==> src/rtl/extbus_pkg.sv <==
package extbus_pkg;
  localparam int ADDR_W = 21;
  localparam int DATA_W = 16;
  localparam int NUM_CS = 3;
  localparam int WAIT_W = 2;

  typedef struct packed {
    logic load;     // latch the accepted request
    logic addrPh;   // address clock of a bus cycle
    logic dataPh;   // data phase clock
    logic capture;  // last data clock: sample read data
    logic part;     // second byte of a split word
  } busStrobe_t;

  typedef enum logic [2:0] {
    ST_IDLE,
    ST_ADDR,
    ST_DATA,
    ST_ACK,
    ST_HOLD
  } busState_t;
endpackage

==> src/rtl/extbus_ctrl.sv <==
module extbus_ctrl
  import extbus_pkg::*;
#(
  parameter int AW = ADDR_W,
  parameter int NCS = NUM_CS,
  parameter int WW = WAIT_W,
  parameter logic [WAIT_W-1:0] DEF_WAIT = 2'd3
) (
  input  logic             clk,
  input  logic             rstN,
  input  logic             reqValid,
  input  logic             reqWord,
  input  logic [AW-1:0]    reqAddr,
  input  logic [NCS*AW-1:0] csLo,
  input  logic [NCS*AW-1:0] csHi,
  input  logic [NCS*WW-1:0] csWait,
  input  logic [NCS-1:0]   csWide,
  input  logic [NCS-1:0]   csMuxed,
  input  logic             holdReqN,
  output busStrobe_t       strobe,
  output logic             regWide,
  output logic             regMuxed,
  output logic             ale,
  output logic [NCS-1:0]   csN,
  output logic             holdAckN,
  output logic             busReqN,
  output logic             busIdle,
  output logic             reqAck
);
  busState_t state;
  logic [NCS-1:0] hit;
  logic [NCS-1:0] selOneHot, regOneHot;
  logic [WW-1:0]  selWait, regWait, waitCnt;
  logic           selWide, selMuxed;
  logic           splitReg, partReg;

  genvar g;
  generate
    for (g = 0; g < NCS; g++) begin : g_hit
      assign hit[g] = (reqAddr >= csLo[g*AW +: AW]) && (reqAddr <= csHi[g*AW +: AW]);
    end
  endgenerate

  // lowest index wins: scan from the top so lower indices overwrite
  always_comb begin
    selOneHot = '0;
    selWait   = DEF_WAIT;
    selWide   = 1'b1;
    selMuxed  = 1'b1;
    for (int i = NCS-1; i >= 0; i--) begin
      if (hit[i]) begin
        selOneHot    = '0;
        selOneHot[i] = 1'b1;
        selWait      = csWait[i*WW +: WW];
        selWide      = csWide[i];
        selMuxed     = csMuxed[i];
      end
    end
  end

  always_ff @(posedge clk or negedge rstN) begin
    if (!rstN) begin
      state     <= ST_IDLE;
      regOneHot <= '0;
      regWait   <= '0;
      regWide   <= 1'b1;
      regMuxed  <= 1'b1;
      splitReg  <= 1'b0;
      partReg   <= 1'b0;
      waitCnt   <= '0;
    end else begin
      case (state)
        ST_IDLE: begin
          if (!holdReqN) begin
            state <= ST_HOLD;
          end else if (reqValid) begin
            state     <= ST_ADDR;
            regOneHot <= selOneHot;
            regWait   <= selWait;
            regWide   <= selWide;
            regMuxed  <= selMuxed;
            splitReg  <= reqWord && !selWide;
            partReg   <= 1'b0;
          end
        end
        ST_ADDR: begin
          waitCnt <= regWait;
          state   <= ST_DATA;
        end
        ST_DATA: begin
          if (waitCnt != '0) begin
            waitCnt <= waitCnt - 1'b1;
          end else if (splitReg && !partReg) begin
            partReg <= 1'b1;
            state   <= ST_ADDR;
          end else begin
            state <= ST_ACK;
          end
        end
        ST_ACK:  state <= ST_IDLE;
        ST_HOLD: if (holdReqN) state <= ST_IDLE;
        default: state <= ST_IDLE;
      endcase
    end
  end

  always_comb begin
    strobe.load    = (state == ST_IDLE) && holdReqN && reqValid;
    strobe.addrPh  = (state == ST_ADDR);
    strobe.dataPh  = (state == ST_DATA);
    strobe.capture = (state == ST_DATA) && (waitCnt == '0);
    strobe.part    = partReg;
  end

  assign ale      = (state == ST_ADDR);
  assign csN      = ((state == ST_ADDR) || (state == ST_DATA)) ? ~regOneHot : '1;
  assign holdAckN = !(state == ST_HOLD);
  assign busReqN  = !((state == ST_HOLD) && reqValid);
  assign busIdle  = (state == ST_IDLE) || (state == ST_ACK);
  assign reqAck   = (state == ST_ACK);

  // at most one chip select low at any time
  assert_cs_onehot_R1: assert property (@(posedge clk) disable iff (!rstN)
    $onehot0(~csN));
  // ALE lasts a single clock
  assert_ale_single_R3: assert property (@(posedge clk) disable iff (!rstN)
    ale |=> !ale);
  // one acknowledge per request
  assert_ack_single_R8: assert property (@(posedge clk) disable iff (!rstN)
    reqAck |=> !reqAck);
  // while the bus is granted, no chip select and no ALE
  assert_hold_quiet_R10: assert property (@(posedge clk) disable iff (!rstN)
    !holdAckN |-> (csN == '1) && !ale);
  // bus request only appears under a grant
  assert_busreq_grant_R10: assert property (@(posedge clk) disable iff (!rstN)
    !busReqN |-> !holdAckN);
endmodule

==> src/rtl/extbus_dpath.sv <==
module extbus_dpath
  import extbus_pkg::*;
#(
  parameter int AW = ADDR_W,
  parameter int DW = DATA_W
) (
  input  logic            clk,
  input  logic            rstN,
  input  busStrobe_t      strobe,
  input  logic            regWide,
  input  logic            regMuxed,
  input  logic            hbSel,
  input  logic [AW-1:0]   reqAddr,
  input  logic            reqWord,
  input  logic            reqWrite,
  input  logic [DW-1:0]   reqWdata,
  input  logic [DW-1:0]   adIn,
  output logic [AW-DW-1:0] addrHi,
  output logic [DW-1:0]   addrLo,
  output logic [DW-1:0]   adOut,
  output logic [1:0]      adOe,
  output logic            rdN,
  output logic            wrN,
  output logic            bhewN,
  output logic [DW-1:0]   rdData
);
  localparam int LW = DW / 2;

  logic [AW-1:0] aReg;
  logic [DW-1:0] wdReg;
  logic          wordReg, writeReg;
  logic [AW-1:0] curAddr;
  logic          active, loUse, hiUse;
  logic [LW-1:0] lane0Val, lane1Val;

  always_ff @(posedge clk or negedge rstN) begin
    if (!rstN) begin
      aReg     <= '0;
      wdReg    <= '0;
      wordReg  <= 1'b0;
      writeReg <= 1'b0;
      rdData   <= '0;
    end else if (strobe.load) begin
      aReg     <= reqAddr;
      wdReg    <= reqWdata;
      wordReg  <= reqWord;
      writeReg <= reqWrite;
      rdData   <= '0;
    end else if (strobe.capture && !writeReg) begin
      if (regWide) begin
        if (wordReg)         rdData <= adIn;
        else if (curAddr[0]) rdData <= {{LW{1'b0}}, adIn[DW-1:LW]};
        else                 rdData <= {{LW{1'b0}}, adIn[LW-1:0]};
      end else if (strobe.part) begin
        rdData[DW-1:LW] <= adIn[LW-1:0];
      end else begin
        rdData[LW-1:0] <= adIn[LW-1:0];
      end
    end
  end

  assign curAddr = {aReg[AW-1:1], aReg[0] | strobe.part};
  assign active  = strobe.addrPh || strobe.dataPh;
  assign addrHi  = active ? curAddr[AW-1:DW] : '0;
  assign addrLo  = active ? curAddr[DW-1:0] : '0;

  always_comb begin
    if (regWide) begin
      loUse    = wordReg || !curAddr[0];
      hiUse    = wordReg || curAddr[0];
      lane0Val = wdReg[LW-1:0];
      lane1Val = wordReg ? wdReg[DW-1:LW] : wdReg[LW-1:0];
    end else begin
      loUse    = 1'b1;
      hiUse    = 1'b0;
      lane0Val = strobe.part ? wdReg[DW-1:LW] : wdReg[LW-1:0];
      lane1Val = regMuxed ? curAddr[DW-1:LW] : wdReg[DW-1:LW];
    end
  end

  always_comb begin
    adOut = '0;
    adOe  = 2'b00;
    if (strobe.addrPh && regMuxed) begin
      adOut = curAddr[DW-1:0];
      adOe  = 2'b11;
    end else if (active) begin
      adOut = {lane1Val, lane0Val};
      adOe  = writeReg ? 2'b11 : (regWide ? 2'b00 : 2'b10);
    end
  end

  always_comb begin
    rdN = !(strobe.dataPh && !writeReg);
    if (hbSel) begin
      wrN   = !(strobe.dataPh && writeReg);
      bhewN = !(active && regWide && hiUse);
    end else begin
      wrN   = !(strobe.dataPh && writeReg && loUse);
      bhewN = !(strobe.dataPh && writeReg && regWide && hiUse);
    end
  end

  // the address set up under ALE is held into the data phase
  assert_addr_hold_R3: assert property (@(posedge clk) disable iff (!rstN)
    strobe.addrPh |=> $stable(addrHi) && $stable(addrLo));
  // a read strobe only starts right after an address clock
  assert_rd_after_ale_R3: assert property (@(posedge clk) disable iff (!rstN)
    $fell(rdN) |-> $past(strobe.addrPh));
  // read and write strobes are exclusive
  assert_strobe_excl_R7: assert property (@(posedge clk) disable iff (!rstN)
    !(!rdN && !wrN));
endmodule

==> src/rtl/extbus_csu.sv <==
module extbus_csu
  import extbus_pkg::*;
#(
  parameter int AW  = ADDR_W,
  parameter int DW  = DATA_W,
  parameter int NCS = NUM_CS,
  parameter int WW  = WAIT_W
) (
  input  logic              clk,
  input  logic              rstN,
  input  logic              reqValid,
  input  logic              reqWrite,
  input  logic              reqWord,
  input  logic [AW-1:0]     reqAddr,
  input  logic [DW-1:0]     reqWdata,
  output logic              reqAck,
  output logic [DW-1:0]     rdData,
  input  logic [NCS*AW-1:0] csLo,
  input  logic [NCS*AW-1:0] csHi,
  input  logic [NCS*WW-1:0] csWait,
  input  logic [NCS-1:0]    csWide,
  input  logic [NCS-1:0]    csMuxed,
  input  logic              hbSel,
  input  logic              holdReqN,
  output logic              holdAckN,
  output logic              busReqN,
  output logic              busIdle,
  output logic              ale,
  output logic [NCS-1:0]    csN,
  output logic              rdN,
  output logic              wrN,
  output logic              bhewN,
  output logic [AW-DW-1:0]  addrHi,
  output logic [DW-1:0]     addrLo,
  output logic [DW-1:0]     adOut,
  output logic [1:0]        adOe,
  input  logic [DW-1:0]     adIn
);
  busStrobe_t strobe;
  logic regWide, regMuxed;

  extbus_ctrl #(.AW(AW), .NCS(NCS), .WW(WW)) u_ctrl (
    .clk(clk), .rstN(rstN), .reqValid(reqValid), .reqWord(reqWord),
    .reqAddr(reqAddr), .csLo(csLo), .csHi(csHi), .csWait(csWait),
    .csWide(csWide), .csMuxed(csMuxed), .holdReqN(holdReqN),
    .strobe(strobe), .regWide(regWide), .regMuxed(regMuxed), .ale(ale),
    .csN(csN), .holdAckN(holdAckN), .busReqN(busReqN), .busIdle(busIdle),
    .reqAck(reqAck)
  );

  extbus_dpath #(.AW(AW), .DW(DW)) u_dpath (
    .clk(clk), .rstN(rstN), .strobe(strobe), .regWide(regWide),
    .regMuxed(regMuxed), .hbSel(hbSel), .reqAddr(reqAddr), .reqWord(reqWord),
    .reqWrite(reqWrite), .reqWdata(reqWdata), .adIn(adIn), .addrHi(addrHi),
    .addrLo(addrLo), .adOut(adOut), .adOe(adOe), .rdN(rdN), .wrN(wrN),
    .bhewN(bhewN), .rdData(rdData)
  );
endmodule

==> config.mk <==
export PLATFORM = sky130hd
export DESIGN_NAME = extbus_csu
export DESIGN_NICKNAME = d
export VERILOG_FILES = /design/src/rtl/extbus_pkg.sv /design/src/rtl/extbus_ctrl.sv /design/src/rtl/extbus_dpath.sv /design/src/rtl/extbus_csu.sv
export SDC_FILE = /design/constraint.sdc
export NUM_CORES = 1
export LEC_CHECK = 0
export ABC_AREA = 1
export BUFFER_PORTS_ARGS = -buffer_cell sky130_fd_sc_hd__clkbuf_2
export CORE_ASPECT_RATIO = 1.2
export CORE_MARGIN = 4
export CORE_UTILIZATION = 47
export CTS_CLUSTER_DIAMETER = 100
export CTS_CLUSTER_SIZE = 20
export DETAILED_ROUTE_END_ITERATION = 7
export PLACE_DENSITY = 0.79
export SYNTH_ARGS = -nofsm -noshare
export SYNTH_HDL_FRONTEND = slang
export SYNTH_SLANG_ARGS = --single-unit
==> constraint.sdc <==
create_clock -name clk -period 1.4 [get_ports clk]
set_input_delay 0.07 -clock clk [delete_from_list [all_inputs] [get_ports clk]]
set_output_delay 0.07 -clock clk [all_outputs]
set_load 0.05 [all_outputs]
==> results.py <==
metrics = {
    "clocking": {
        "cts.path.max_buffers": 2,
        "cts_buffers": 9,
        "cts_tree": "yes",
        "clock-sinks": 69,
        "clock_latency_ns": 0.36,
        "htree_levels": 3,
        "cts_root_buffer": "clkbuf_16",
        "clk_pin_slew_ns": 0.06,
    },
    "final_layout": {
        "nFillCells": 717,
        "drive_above_1_share": 0.419,
        "syn_to_final_growth_pct": 80.8,
        "stdcell_count": 1752,
        "num_antenna_cells": 0,
        "fin_nets": 1868,
    },
    "sta": {
        "fin_ws_ns": -0.994,
        "fin_crit_sh": 1.71,
        "relSlewSlack": 0.685,
        "finalClockSkew_ns": 0.0127,
        "grt_setup_unrepaired": "yes",
        "setup-tns-final_ns": -52.61,
        "slew_viol_final": 0,
        "worst_slew_pin_slew_ns": 0.471,
        "fmax_mhz": 418,
        "fin_crit_ns": 2.39,
        "finalHoldViolations": 0,
        "setup_viol": 118,
    },
    "logic_synthesis": {
        "yosysTopAreaCellShare": 0.228,
        "synth_edf_count": 0,
        "synth_area_mm2": 0.00736,
        "ys_seq_area_frac": 0.235,
        "synth-async-reset-ratio": 1.00,
        "syn_area_per_cell_um2": 6.54,
        "ys_ff_latch": 69,
        "yosysWarningCount": 0,
        "yosys.area.top_type": "dfrtp_1",
        "netlist_instances": 1125,
        "synth.area.top_cells": "dfrtp_1 (23%), ha_1 (22%), nand2_1 (16%)",
        "ys_types": 39,
        "synth_fp_nets": 1450,
        "synth-main-ff-cell": "dfrtp_1",
    },
    "global_routing": {
        "grt_busiest_layer": "met2",
        "grt_pass1_wl_um": 46700,
        "gr-usage-all-layers": 0.328,
        "use_met1": 0.353,
        "antenna_found_initial": 2,
        "use_met2": 0.602,
        "grt-ovfl-total": 0,
        "grt_util_met3": 0.0572,
        "grt_max_degree": 70,
        "first_global_vias": 9566,
    },
    "route": {
        "wl_per_cell_um": 21.9,
        "ant_nets": 0,
        "vias_per_cell": 5.79,
        "vias": 10140,
        "wirelength_um": 38300,
        "drtIter0Drc": 1077,
        "drtPass1Iterations": 6,
        "route.detailed.drc": 0,
    },
    "floorplan": {
        "dieWidth_um": 122,
        "rows": 49,
        "die_h_um": 145,
        "die-area_mm2": 0.0177,
        "start_util": 0.486,
        "ioPinCount": 264,
        "core-area_mm2": 0.0151,
    },
    "place": {
        "dp_hpwl_um": 21600,
        "place_inst": 1675,
        "pre_cts_slack_ns": -0.655,
        "io_buffers": 263,
        "place.gp.congestion": 0.982,
    },
    "power_and_ir_drop": {
        "seqPwrFrac": 0.170,
        "leakage_uw": 0.00700,
        "p_sw_frac": 0.519,
        "cellPowerDensity_mw_per_mm2": 1730,
        "p_int_uw": 11100,
        "p_sw_uw": 12000,
        "pwr-share-clk": 0.105,
        "pwr-share-comb": 0.726,
        "ir_drop_mv": 1.02,
    },
    "setup_path": {
        "crit_path_top_delay_cell": "dfstp_2",
        "crit_path_start_kind": "register",
        "path_cells": "buf_4 -> o21ai_0 -> o211ai_1 -> nand3_1 -> o21ai_4 -> buf_12",
        "cp_max_fo": 7,
        "critical_path_class": "register to output port",
        "critPathMaxStageDelay_ns": 0.58,
        "endpoint_kind": "output port",
        "r2r_slack_ns": -0.56,
        "cp.arrival_ns": 2.32,
        "crit_required_ns": 1.33,
    },
    "run_status": {
        "outcome": "finished with violations",
        "violations": "setup timing",
    },
    "min_path": {
        "holdCritPathClass": "primary input to register",
    },
    "flow_run": {
        "maxCapViolCount": 0,
    },
}
==> what timing repair did <==
action / CTS / global route
pin swaps: 32 / 48
gates cloned: 4 / 10
setup endpoints to repair: 117 / 118
hold endpoints to repair: 86 / 1
resized for setup: 98 / 224
hold buffers: 20 / 1
buffers inserted: 10 / 20
==> sequential cells by signal (all words and copies together), names as in the netlist, 2 cells and up <==
| name | count |
|---|---|
| u_ctrl.state | 3 |
| u_ctrl.regOneHot | 3 |
| u_ctrl.waitCnt | 2 |
| u_dpath.aReg | 21 |
| u_dpath.wdReg | 16 |
| u_ctrl.regWait | 2 |
| u_dpath.rdData | 16 |
==> cell families after synthesis <==
family / synth area share
AND/OR/NAND/NOR: 0.283
buffers and inverters: 0.133
AO/OA/AOI/OAI: 0.127
adder cells (fa/ha/maj): 0.216
flip-flops: 0.235
multiplexers: 0.00680
==> power groups by stage <==
stage          Combinational, uW  Sequential, uW  Clock [uW]
6_report                   16700            3910        2410
5_1_grt                    17300            3950        2450
4_1_cts                    13600            3600        2310
3_5_place_dp               12700            3620           0
3_3_place_gp               12500            3580           0
2_1_floorplan               7090            4170           0
==> critical path: cells and delay by family (launching register included) <==
kind            cells  cell delay (ns)
flops               1             0.58
compound gates      3             0.69
simple gates        1             0.35
buf+inv             2             0.35
==> layout by cell type (no fill, tap or decap), types with 5 or more instances in the layout <==
cell type,Yosys,final
o32ai_4,0,7
o21ai_1,13,26
nand2_2,2,30
o21ai_0,61,26
a32oi_2,0,7
dlygate4sd3_1,0,21
nor2_2,4,21
nand3_2,0,6
nand2_1,322,281
ha_1,127,76
nor2_4,0,27
clkbuf_16,0,20
nor2_1,107,63
buf_6,1,15
buf_4,1,105
ha_4,0,51
inv_2,7,13
o21ai_4,1,11
a21oi_2,0,5
dfrtp_1,67,66
o21ai_2,0,12
nand3_1,54,47
buf_8,0,13
inv_1,223,213
nand4_1,14,14
o211ai_1,10,10
clkbuf_2,0,192
nand2_4,0,11
clkbuf_8,0,8
a21o_1,6,6
a21oi_1,43,38
buf_12,0,52
==> worst paths after layout <==
check / depth (start not counted) / endpoint / startpoint
min reg2reg: 2 / u_dpath.wdReg[7] / u_dpath.wdReg[7]
min in group asynchronous: 3 / u_dpath.rdData[13] / rstN
max: 6 / adOut[8] / u_ctrl.regMuxed
max reg2reg: 10 / u_dpath.rdData[9] / u_ctrl.state[0]
max in group asynchronous: 3 / u_ctrl.regWide / rstN
min: 3 / u_dpath.rdData[12] / adIn[4]
==> cells in the mapped netlist (2+ instances only) <==
cell type  number
o21bai_1        3
clkbuf_1       11
nand2_2         2
o21ai_1        13
nor2_1        107
a32oi_1         7
dfrtp_1        67
nand4_1        14
o211ai_1       10
o21a_1          2
nand3b_1        2
inv_1         223
inv_2           7
ha_1          127
nand2_1       322
dfstp_2         2
nand3_1        54
a21oi_1        43
a311oi_1        3
nor2_2          4
o32ai_1         7
buf_2           8
o21ai_0        61
mux2i_1         5
clkinv_1        2
a21o_1          6
==> metal layers <==
metal	up-vias	routed length, um
met1	4680	12700
met2	733	18600
met4	0	3360
met3	285	3660
li1	4442	-
met5	-	0
==> area by class of cell <==
| cell class | count | area (um^2) | area share |
|---|---|---|---|
| clock buffers | 9 | 225 | 0.0169 |
| clock inverters | 7 | 75.1 | 0.00565 |
| inverters | 232 | 900 | 0.0677 |
| multi-input cells | 802 | 6200 | 0.466 |
| flip-flops and latches | 69 | 1730 | 0.130 |
| well taps | 204 | 255 | 0.0192 |
| repair buffers | 429 | 3910 | 0.294 |
==> per-stage QoR <==
step | util | area, um^2 | hold WS, ns | power [uW]
floorplan | - | 7860 | -0.226 | 11300
global placement | 0.709 | 10700 | 0.125 | 16100
detailed placement | 0.709 | 10700 | 0.124 | 16400
CTS | 0.783 | 11900 | 0.000195 | 19500
global route | 0.878 | 13300 | 0.0330 | 23700
finish | 0.878 | 13300 | 0.0227 | 23000
Note: power is estimated with default switching activity, not from simulation.
